<file path="config.mk">
export PLATFORM = sky130hd
export DESIGN_NAME = mpxseq_svc
export DESIGN_NICKNAME = d
export VERILOG_FILES = /design/src/rtl/mpxseq_pkg.sv /design/src/rtl/mpxseq_prio.sv /design/src/rtl/mpxseq_scstore.sv /design/src/rtl/mpxseq_svc.sv
export SDC_FILE = /design/constraint.sdc
export NUM_CORES = 1
export LEC_CHECK = 0
export ABC_AREA = 1
export BUFFER_PORTS_ARGS = -buffer_cell sky130_fd_sc_hd__buf_2
export CORE_MARGIN = 2
export CORE_UTILIZATION = 55
export CTS_CLUSTER_DIAMETER = 50
export CTS_CLUSTER_SIZE = 28
export DETAILED_ROUTE_END_ITERATION = 7
export GPL_TIMING_DRIVEN = 0
export PLACE_DENSITY_LB_ADDON = 0.15
export SLEW_MARGIN = 40
export SYNTH_ARGS = -nofsm -noshare
export SYNTH_HDL_FRONTEND = slang
export SYNTH_SLANG_ARGS = --single-unit
</file>
<file path="constraint.sdc">
create_clock -name clk -period 21.6 [get_ports clk]
set_clock_uncertainty 0.2 [all_clocks]
set_input_delay 5.4 -clock clk [delete_from_list [all_inputs] [get_ports clk]]
set_output_delay 5.4 -clock clk [all_outputs]
set_load 0.02 [all_outputs]
</file>
<file path="src/rtl/mpxseq_pkg.sv">
package mpxseq_pkg;
  typedef enum logic [2:0] {
    S_IDLE,
    S_GRANT,
    S_FETCH,
    S_XFER,
    S_WB,
    S_RET
  } seq_state_e;
endpackage

</file>
<file path="src/rtl/mpxseq_prio.sv">
// Fixed-priority pick: the lowest set request bit wins.
module mpxseq_prio #(
  parameter int NCH = 4
) (
  input  logic [NCH-1:0] req,
  output logic [NCH-1:0] pick,
  output logic           any
);
  assign pick = req & (~req + NCH'(1));
  assign any  = |req;
endmodule

</file>
<file path="src/rtl/mpxseq_scstore.sv">
// Subchannel store: one word plus byte parity per device, one-cycle read.
module mpxseq_scstore #(
  parameter  int DEPTH = 16,
  parameter  int WORD  = 32,
  localparam int AW    = $clog2(DEPTH),
  localparam int NB    = WORD / 8
) (
  input  logic            clk,
  input  logic            rst_n,
  input  logic            rd_en,
  input  logic [AW-1:0]   rd_addr,
  output logic [WORD-1:0] rd_word,
  output logic            rd_bad,
  input  logic            wr_en,
  input  logic [AW-1:0]   wr_addr,
  input  logic [WORD-1:0] wr_word,
  input  logic [NB-1:0]   wr_par
);
  logic [WORD-1:0] mem_w [DEPTH];
  logic [NB-1:0]   mem_p [DEPTH];
  logic [NB-1:0]   rd_par;
  logic [NB-1:0]   byte_bad;

  always_ff @(posedge clk or negedge rst_n) begin
    if (!rst_n) begin
      for (int i = 0; i < DEPTH; i++) begin
        mem_w[i] <= '0;
        mem_p[i] <= '0;
      end
    end else if (wr_en) begin
      mem_w[wr_addr] <= wr_word;
      mem_p[wr_addr] <= wr_par;
    end
  end

  always_ff @(posedge clk or negedge rst_n) begin
    if (!rst_n) begin
      rd_word <= '0;
      rd_par  <= '0;
    end else if (rd_en) begin
      rd_word <= mem_w[rd_addr];
      rd_par  <= mem_p[rd_addr];
    end
  end

  for (genvar b = 0; b < NB; b++) begin : g_par
    assign byte_bad[b] = ^{rd_word[8*b +: 8], rd_par[b]};
  end
  assign rd_bad = |byte_bad;
endmodule

</file>
<file path="src/rtl/mpxseq_svc.sv">
module mpxseq_svc
  import mpxseq_pkg::*;
#(
  parameter  int NCH    = 4,
  parameter  int MPX_CH = 1,
  parameter  int DEPTH  = 16,
  parameter  int WORD   = 32,
  localparam int AW     = $clog2(DEPTH),
  localparam int NB     = WORD / 8
) (
  input  logic            clk,
  input  logic            rst_n,
  input  logic [NCH-1:0]  svc_req,
  input  logic [AW-1:0]   dev_addr,
  output logic [NCH-1:0]  svc_gnt,
  output logic            xfer_req,
  output logic            xfer_end,
  output logic [WORD-1:0] sc_word,
  input  logic            xfer_ack,
  input  logic [WORD-1:0] upd_word,
  input  logic [NB-1:0]   upd_par,
  input  logic            burst_mode,
  output logic            svc_done,
  output logic            chk_ctl
);
  // reset: asynchronous assert, synchronous release
  logic [1:0] rst_sync;
  logic       rst_i_n;
  always_ff @(posedge clk or negedge rst_n) begin
    if (!rst_n) rst_sync <= '0;
    else        rst_sync <= {rst_sync[0], 1'b1};
  end
  assign rst_i_n = rst_sync[1];

  seq_state_e      state_q, state_d;
  logic [NCH-1:0]  pick, gnt_q;
  logic            any_req, is_mpx;
  logic [AW-1:0]   dev_q;
  logic [WORD-1:0] fetch_word, upd_q;
  logic [NB-1:0]   updp_q;
  logic            fetch_bad, ccc_q;
  logic [DEPTH-1:0] endp_q;
  logic            end_mark, par_fault;
  logic            gnt_load, gnt_clr, rd_en, wr_en, set_end, clr_end, ack_take;

  mpxseq_prio #(.NCH(NCH)) u_prio (
    .req  (svc_req),
    .pick (pick),
    .any  (any_req)
  );

  mpxseq_scstore #(.DEPTH(DEPTH), .WORD(WORD)) u_store (
    .clk     (clk),
    .rst_n   (rst_i_n),
    .rd_en   (rd_en),
    .rd_addr (dev_q),
    .rd_word (fetch_word),
    .rd_bad  (fetch_bad),
    .wr_en   (wr_en),
    .wr_addr (dev_q),
    .wr_word (upd_q),
    .wr_par  (updp_q)
  );

  assign is_mpx    = gnt_q[MPX_CH];
  assign end_mark  = endp_q[dev_q];
  assign par_fault = (state_q == S_FETCH) && fetch_bad && !end_mark;

  // next state
  always_comb begin
    state_d = state_q;
    unique case (state_q)
      S_IDLE:  if (any_req) state_d = S_GRANT;
      S_GRANT: state_d = is_mpx ? S_FETCH : S_XFER;
      S_FETCH: state_d = par_fault ? S_RET : S_XFER;
      S_XFER:  if (xfer_ack) state_d = (is_mpx && !burst_mode) ? S_WB : S_RET;
      S_WB:    state_d = S_RET;
      S_RET:   state_d = S_IDLE;
      default: state_d = S_IDLE;
    endcase
  end

  // enables
  assign gnt_load = (state_q == S_IDLE) && any_req;
  assign gnt_clr  = (state_q == S_RET);
  assign rd_en    = (state_q == S_GRANT) && is_mpx;
  assign ack_take = (state_q == S_XFER) && xfer_ack;
  assign wr_en    = (state_q == S_WB);
  assign set_end  = par_fault;
  assign clr_end  = ack_take && is_mpx;

  always_ff @(posedge clk or negedge rst_i_n) begin
    if (!rst_i_n) state_q <= S_IDLE;
    else          state_q <= state_d;
  end

  always_ff @(posedge clk or negedge rst_i_n) begin
    if (!rst_i_n)      gnt_q <= '0;
    else if (gnt_load) gnt_q <= pick;
    else if (gnt_clr)  gnt_q <= '0;
  end

  always_ff @(posedge clk or negedge rst_i_n) begin
    if (!rst_i_n)      dev_q <= '0;
    else if (gnt_load) dev_q <= dev_addr;
  end

  always_ff @(posedge clk or negedge rst_i_n) begin
    if (!rst_i_n) begin
      upd_q  <= '0;
      updp_q <= '0;
    end else if (ack_take) begin
      upd_q  <= upd_word;
      updp_q <= upd_par;
    end
  end

  always_ff @(posedge clk or negedge rst_i_n) begin
    if (!rst_i_n)      ccc_q <= 1'b0;
    else if (gnt_load) ccc_q <= 1'b0;
    else if (set_end)  ccc_q <= 1'b1;
  end

  for (genvar g = 0; g < DEPTH; g++) begin : g_endp
    always_ff @(posedge clk or negedge rst_i_n) begin
      if (!rst_i_n)                          endp_q[g] <= 1'b0;
      else if (set_end && dev_q == AW'(g))   endp_q[g] <= 1'b1;
      else if (clr_end && dev_q == AW'(g))   endp_q[g] <= 1'b0;
    end
  end

  assign svc_gnt  = gnt_q;
  assign xfer_req = (state_q == S_XFER);
  assign xfer_end = xfer_req && is_mpx && end_mark;
  assign sc_word  = (xfer_req && is_mpx) ? fetch_word : '0;
  assign svc_done = (state_q == S_RET);
  assign chk_ctl  = svc_done && ccc_q;
endmodule

</file>
==> run metrics, run 1 <==
status=complete, no violations; CP Capture Type=primary output; maxcap violations=0; Max Freq=0.117 GHz; Die Area=54,100 sq um; post-synthesis cell area=28,700 sq um; combinational share of power=34.1%; VDD IR-drop max=0.0881 mV; core area=51,500 sq um; Slew @ Worst Pin=0.966 ns; final count of pins violating max slew=0; die width=233 microns; Post-Route WL=110,000 microns; EDFF count, synth=0; sequential share of the synthesized area=59.1%; net switching power=2070 uW; Int Power=2810 uW; Clk pin slew, worst setup/hold paths=0.08 ns; Starting DRT DRC Count=4,087; static leakage=0.0150 uW; synth unique cells=32; share of cells above drive strength 1=9.46%; Power Dens Cells=149 nW/um^2; initial antenna violation count=2; drt pass-1 iters=6; Power, Total=4880 uW; asr flop ratio synth=100%; Sequential Power Share=39.5%; PostCTS Resize Cnt=0; RSZ-0062 raised after global routing=no; Most used DFF post-synth=dfrtp_1; IO Port Bufs=87; Fin Setup TNS=0 ns; Area Overhead vs Synth=14.2%; commonest cells in the synthesized netlist=nand2_1, dfrtp_1, o21ai_0; Synth area leader=dfrtp_1; Mapped Avg Cell Area=9.09 sq um; clock sink total=678; routability cong.=1.01; GR Util met1=54.3%; WP data required=16.00 ns; Post-CTS Setup Bufs=0; critical path arrival=2.96 ns; Wirelength per Cell=27.1 microns; # setup viols final=0; largest net degree at the start of global routing=48; Worst Setup Path Type=reg -> out; met2 usage=60.2%; syn_nets=3,207; Vias=26,200; Starting Density=55.8%; Net Sw Frac=42.4%; worst reg2reg path depth=7; I/O Pins=88; relative slew slack=35.6%; height of the die=233 microns; reg-to-reg slack, setup=18.06 ns; clock latency at the later pin of the worst-skew pair=0.65 ns; CP startpoint=state_q[0]; row count=83; Ys Warns=0; most frequent cell after synthesis=nand2_1; CTS Buf Count=66; Final Cycle Share=39.6%; Congestion Overflow GR=0; via count of the first global-routing pass=25,000; top-area cell type share of the netlist area=59.1%; Layout Nets=3,379; first-pass GRT wire length=161,000 microns; worst min path class=reg -> async; final hold viol count=0; launching point of the worst reg2reg path=dev_q[3]; startpoint types=flip-flop; vias per cell=6.45; power share of the clock group=26.4%; RR Endpoint=u_store.mem_w[411]; ANT nets after route=0; Area contributors post-synth=dfrtp_1, nand2_1, o21ai_0, a22oi_1, clkbuf_1; met3 usage=9.52%; Clock Root Buffer=clkbuf_16; Post-route DRC=0; post-DP HPWL=77,700 microns; TritonCTS clock tree=done; Crit Path Max Fanout=10; clock tree buffer depth=3; Syn Inst Count=3,159; GRT Util Overall=41.4%; Filler cells=4,421; htree depth=3; Yosys reg bits=678; hold_buf cts=0; Most Crowded Layer GR=met2; min cycle time layout=8.56 ns
==> worst max-delay path by stage <==
stage | to | slack (ns) | cells after the start
after floorplan | ccc_q | 1.10 | 0
after global placement | endp_q[8] | -5.49 | 0
after detailed placement | sc_word[18] | 13.85 | 6
after CTS | sc_word[18] | 13.17 | 6
after global routing | sc_word[18] | 12.96 | 6
final | sc_word[18] | 13.04 | 6
==> layer usage <==
metal	part of all wire (%)	routed length (microns)	vias up
li1	-	-	11100
met1	37	41000	12900
met2	43	47700	1855
met3	11	12400	395
met4	8.5	9340	0
met5	0	0	-
==> per-stage QoR <==
stage,area (sq um),worst slack (ns),cells,hold WS [ns],util [%]
after floorplan,28700,1.10,3159,0.131,-
after global placement,30000,-5.49,3926,0.137,58.3
after detailed placement,30400,13.85,3943,0.0831,58.9
after CTS,32800,13.17,4064,0.0750,63.6
after global routing,32800,12.96,4064,0.115,63.6
final,32800,13.04,4069,0.0575,63.7
==> cell type report <==
type	count	area, sq um	area share [%]
clock inverter	42	558	1.70
inverter	111	417	1.27
multi-input combinational	2123	10300	31.5
clock buffer	79	1860	5.66
buffer	247	1030	3.15
sequential	678	17000	51.8
timing repair buffer	104	776	2.37
tap	680	851	2.59
antenna	5	12.5	0.0382
==> state kept, by name, indices dropped and copies added, names as in the netlist <==
signal,flops
state_q,3
u_store.rd_par,4
endp_q,16
upd_q,32
rst_sync,2
u_store.rd_word,32
u_store.mem_w,512
ccc_q,1
u_store.mem_p,64
dev_q,4
updp_q,4
svc_gnt,4
==> logic make-up after synthesis <==
group / count (synthesis) / synth area share [%]
flops: 678 / 59.1
other cells: 1 / 0.0131
simple gates: 1056 / 14.3
compound gates: 1060 / 21.4
xor+xnor: 6 / 0.183
buf+inv: 358 / 5.01
==> power by group through the flow <==
stage	clock network (uW)	logic, uW	registers (uW)
2_1_floorplan	0	923	1890
3_3_place_gp	0	1520	1940
3_5_place_dp	0	1590	1930
4_1_cts	1280	1600	1910
5_1_grt	1340	1760	1960
6_report	1290	1660	1920
==> worst max-delay path, cell delays in order, from the launching register on <==
cell and delay (ns):
dfrtp_1 0.39, inv_1 0.11, nor3_2 0.33, nand2_1 0.43, clkbuf_1 0.47, nor2_1 0.36, buf_2 0.23
==> placed cells by master (no fill, tap or decap), types with 3 or more instances in the layout <==
| cell type | instances |
|---|---|
| clkbuf_8 | 5 |
| clkbuf_2 | 7 |
| buf_2 | 143 |
| clkinvlp_4 | 4 |
| clkinv_4 | 5 |
| nand2_2 | 3 |
| inv_6 | 8 |
| inv_2 | 9 |
| clkbuf_16 | 71 |
| nand3_1 | 25 |
| buf_12 | 17 |
| clkinv_8 | 6 |
| clkbuf_1 | 175 |
| a41oi_1 | 7 |
| nor4_1 | 10 |
| buf_1 | 6 |
| inv_1 | 101 |
| bufinv_16 | 7 |
| inv_8 | 5 |
| buf_4 | 5 |
| o21ai_1 | 67 |
| diode_2 | 5 |
| clkinv_2 | 6 |
| xor2_1 | 4 |
| a21oi_1 | 118 |
| a22oi_1 | 315 |
| dfrtp_1 | 677 |
| o21ai_0 | 548 |
| nor3_1 | 23 |
| nand2_1 | 909 |
| nor2_2 | 12 |
| nor2_1 | 70 |
Note: power is estimated with default switching activity, not from simulation.
==> run 2: changes to the inputs <==
==> constraint.sdc (replaced) <==
create_clock -name clk -period 8.6 [get_ports clk]
set_clock_uncertainty 0.2 [all_clocks]
set_input_delay 2.15 -clock clk [delete_from_list [all_inputs] [get_ports clk]]
set_output_delay 2.15 -clock clk [all_outputs]
set_load 0.02 [all_outputs]
==> run metrics, run 2 (synthesis results as in run 1) <==
status=complete, no violations; Wirelength per Cell=27.6 microns (+1.7%); Starting DRT DRC Count=3,797 (-7.1%); commonest non-fill, non-tap cell in the layout=nand2_1; Slowest-stage cell, CP=clkbuf_1; htree depth=2 (-1); commonest cells after routing, fill and taps aside=nand2_1, dfrtp_1, o21ai_0, a22oi_1, clkbuf_1; final hold viol count=0 (unchanged); Slew @ Worst Pin=0.948 ns (-0.0181 ns); core area=51,500 sq um (unchanged); first-pass GRT wire length=164,000 microns (+1.4%); Layout Nets=3,374 (-0.15%); # setup viols final=0 (unchanged); via count of the first global-routing pass=25,300 (+1.1%); PostCTS Resize Cnt=0 (unchanged); relative slew slack=36.8% (+1.2 points); Net Sw Frac=44.0% (+1.6 points); CP Capture Type=primary output; net switching power=5300 uW (+160%); Area Overhead vs Synth=13.6%; Worst Setup Path Type=reg -> out; CP top delay family=simple AND/OR/NAND/NOR gates; power share of the clock group=24.8% (-1.6 points); fin area=32,600 sq um (-0.50%); final count of pins violating max slew=0 (unchanged); I/O Pins=88 (unchanged); Final Cycle Share=62.0%; Vias=26,400 (+0.47%); Power Dens Cells=369 nW/um^2 (+150%); launching point of the worst reg2reg path=dev_q[3]; largest reg by FF count=u_store.mem_w; Setup Slack @ Placement=4.09 ns (-9.76 ns); worst-path cell chain=inv_1, nor3_2, nand2_1, clkbuf_1, nor2_1, buf_2; Post-route DRC=0 (unchanged); static leakage=0.0149 uW (-0.58%); maxcap violations=0 (unchanged); largest net degree at the start of global routing=47 (-2.1%); Sequential Power Share=40.1% (+0.6 points); max reg flops=512 (unchanged); worst min path class=reg -> async; Post-Route WL=112,000 microns (+1.5%); Starting Density=55.8% (unchanged); startpoint types=flip-flop; VDD IR-drop max=0.215 mV (+140%); IO Port Bufs=87 (unchanged); clock latency at the later pin of the worst-skew pair=0.69 ns (+0.04 ns); Int Power=6750 uW (+140%); Die Area=54,100 sq um (unchanged); initial antenna violation count=0 (-2); Clk pin slew, worst setup/hold paths=0.10 ns (+0.02 ns); row count=83 (unchanged); largest stage delay on the critical path=0.47 ns (about the same); post-placement cell count=3,944 (+0.025%); clock tree buffer depth=3 (unchanged); Congestion Overflow GR=0 (unchanged); min cycle time layout=5.33 ns; share of cells above drive strength 1=9.39% (-0.069 points); die width=233 microns (unchanged); Placed Area=30,400 sq um (about the same); routability cong.=0.997 (-1.4%); height of the die=233 microns (unchanged); TritonCTS clock tree=done; largest registers=u_store.mem_w (512), u_store.mem_p (64); critical path arrival=2.98 ns (+0.02 ns); Fin Setup TNS=0 ns (unchanged); CP Buf/Inv Count=3 (unchanged); combinational share of power=35.1% (+1.0 points); Layout Cells excl Fill=4,061 (-0.20%); ANT nets after route=0 (unchanged); RSZ-0062 raised after global routing=no; Final Worst Setup Slack=3.27 ns (-9.78 ns); clock sink total=678 (unchanged); Crit Path Max Fanout=10 (unchanged); Max Freq=0.188 GHz; vias per cell=6.49 (+0.66%); CTS Buf Count=59 (-11%); drt pass-1 iters=6 (unchanged); GRT Util Overall=41.9% (+0.57 points); WP data required=6.25 ns (-9.75 ns); Clock Root Buffer=clkbuf_16; CP startpoint=state_q[0]; post-DP HPWL=78,100 microns (+0.54%); Power, Total=12,100 uW (+150%)
run 2: path summary, 6_finish.rpt:
kind / endpoint / slack [ns] / depth (start not counted)
setup / recovery: sc_word[17] / 3.27 / 6
hold / removal: u_store.mem_w[305] / 0.12 / 1
setup reg to reg: u_store.mem_w[387] / 5.13 / 7
hold reg to reg: u_store.mem_w[305] / 0.12 / 1
max in group asynchronous: u_store.mem_w[7] / 6.18 / 7
min in group clk: rst_sync[1] / 0.16 / 0
run 2: power by group through the flow:
| stage | clock network (uW) | logic [uW] | registers, uW |
|---|---|---|---|
| finish | 2990 | 4230 | 4830 |
| global placement | 0 | 3850 | 4850 |
| detailed placement | 0 | 4040 | 4840 |
| floorplan | 0 | 2320 | 4730 |
| global route | 3130 | 4480 | 4920 |
| CTS | 2990 | 4060 | 4790 |
run 2: cell type report:
class | instances | area (sq um)
Fill cell | 4344 | 18900
Sequential cell | 678 | 17000
Multi-Input combinational cell | 2123 | 10300
Clock buffer | 63 | 1510
Buffer | 247 | 1040
Tap cell | 680 | 851
Timing Repair Buffer | 106 | 813
Clock inverter | 49 | 693
Inverter | 111 | 417
Antenna cell | 4 | 10.0
run 2: stage by stage:
step	hold slack, ns	utilization, %
2_1_floorplan	0.131	-
3_3_place_gp	0.136	58.3
3_5_place_dp	-0.0860	59.0
4_1_cts	0.131	63.3
5_1_grt	0.160	63.3
6_report	0.116	63.3
run 2: worst reg2reg max path, cell delays in order (launching register included):
cell,delay [ns]
dfrtp_1,0.43
nor2_1,0.60
inv_2,0.38
nor2_1,0.33
nand2_1,0.60
clkbuf_1,0.52
nand2_1,0.18
o21ai_0,0.11
run 2: layer usage:
metal  GRT usage [%]  routed length, microns  up-vias
met5               0                       0        -
met4            30.6                    9630        0
met3            12.2                   13700      432
met2            60.9                   48300     1906
met1            53.7                   40400    12900
li1                -                       -    11100
run 2: repair_timing:
| action | CTS | global route |
|---|---|---|
| hold endpoints to repair | 2 | 0 |
| setup buffers | 0 | 0 |
| hold buffers | 1 | 0 |
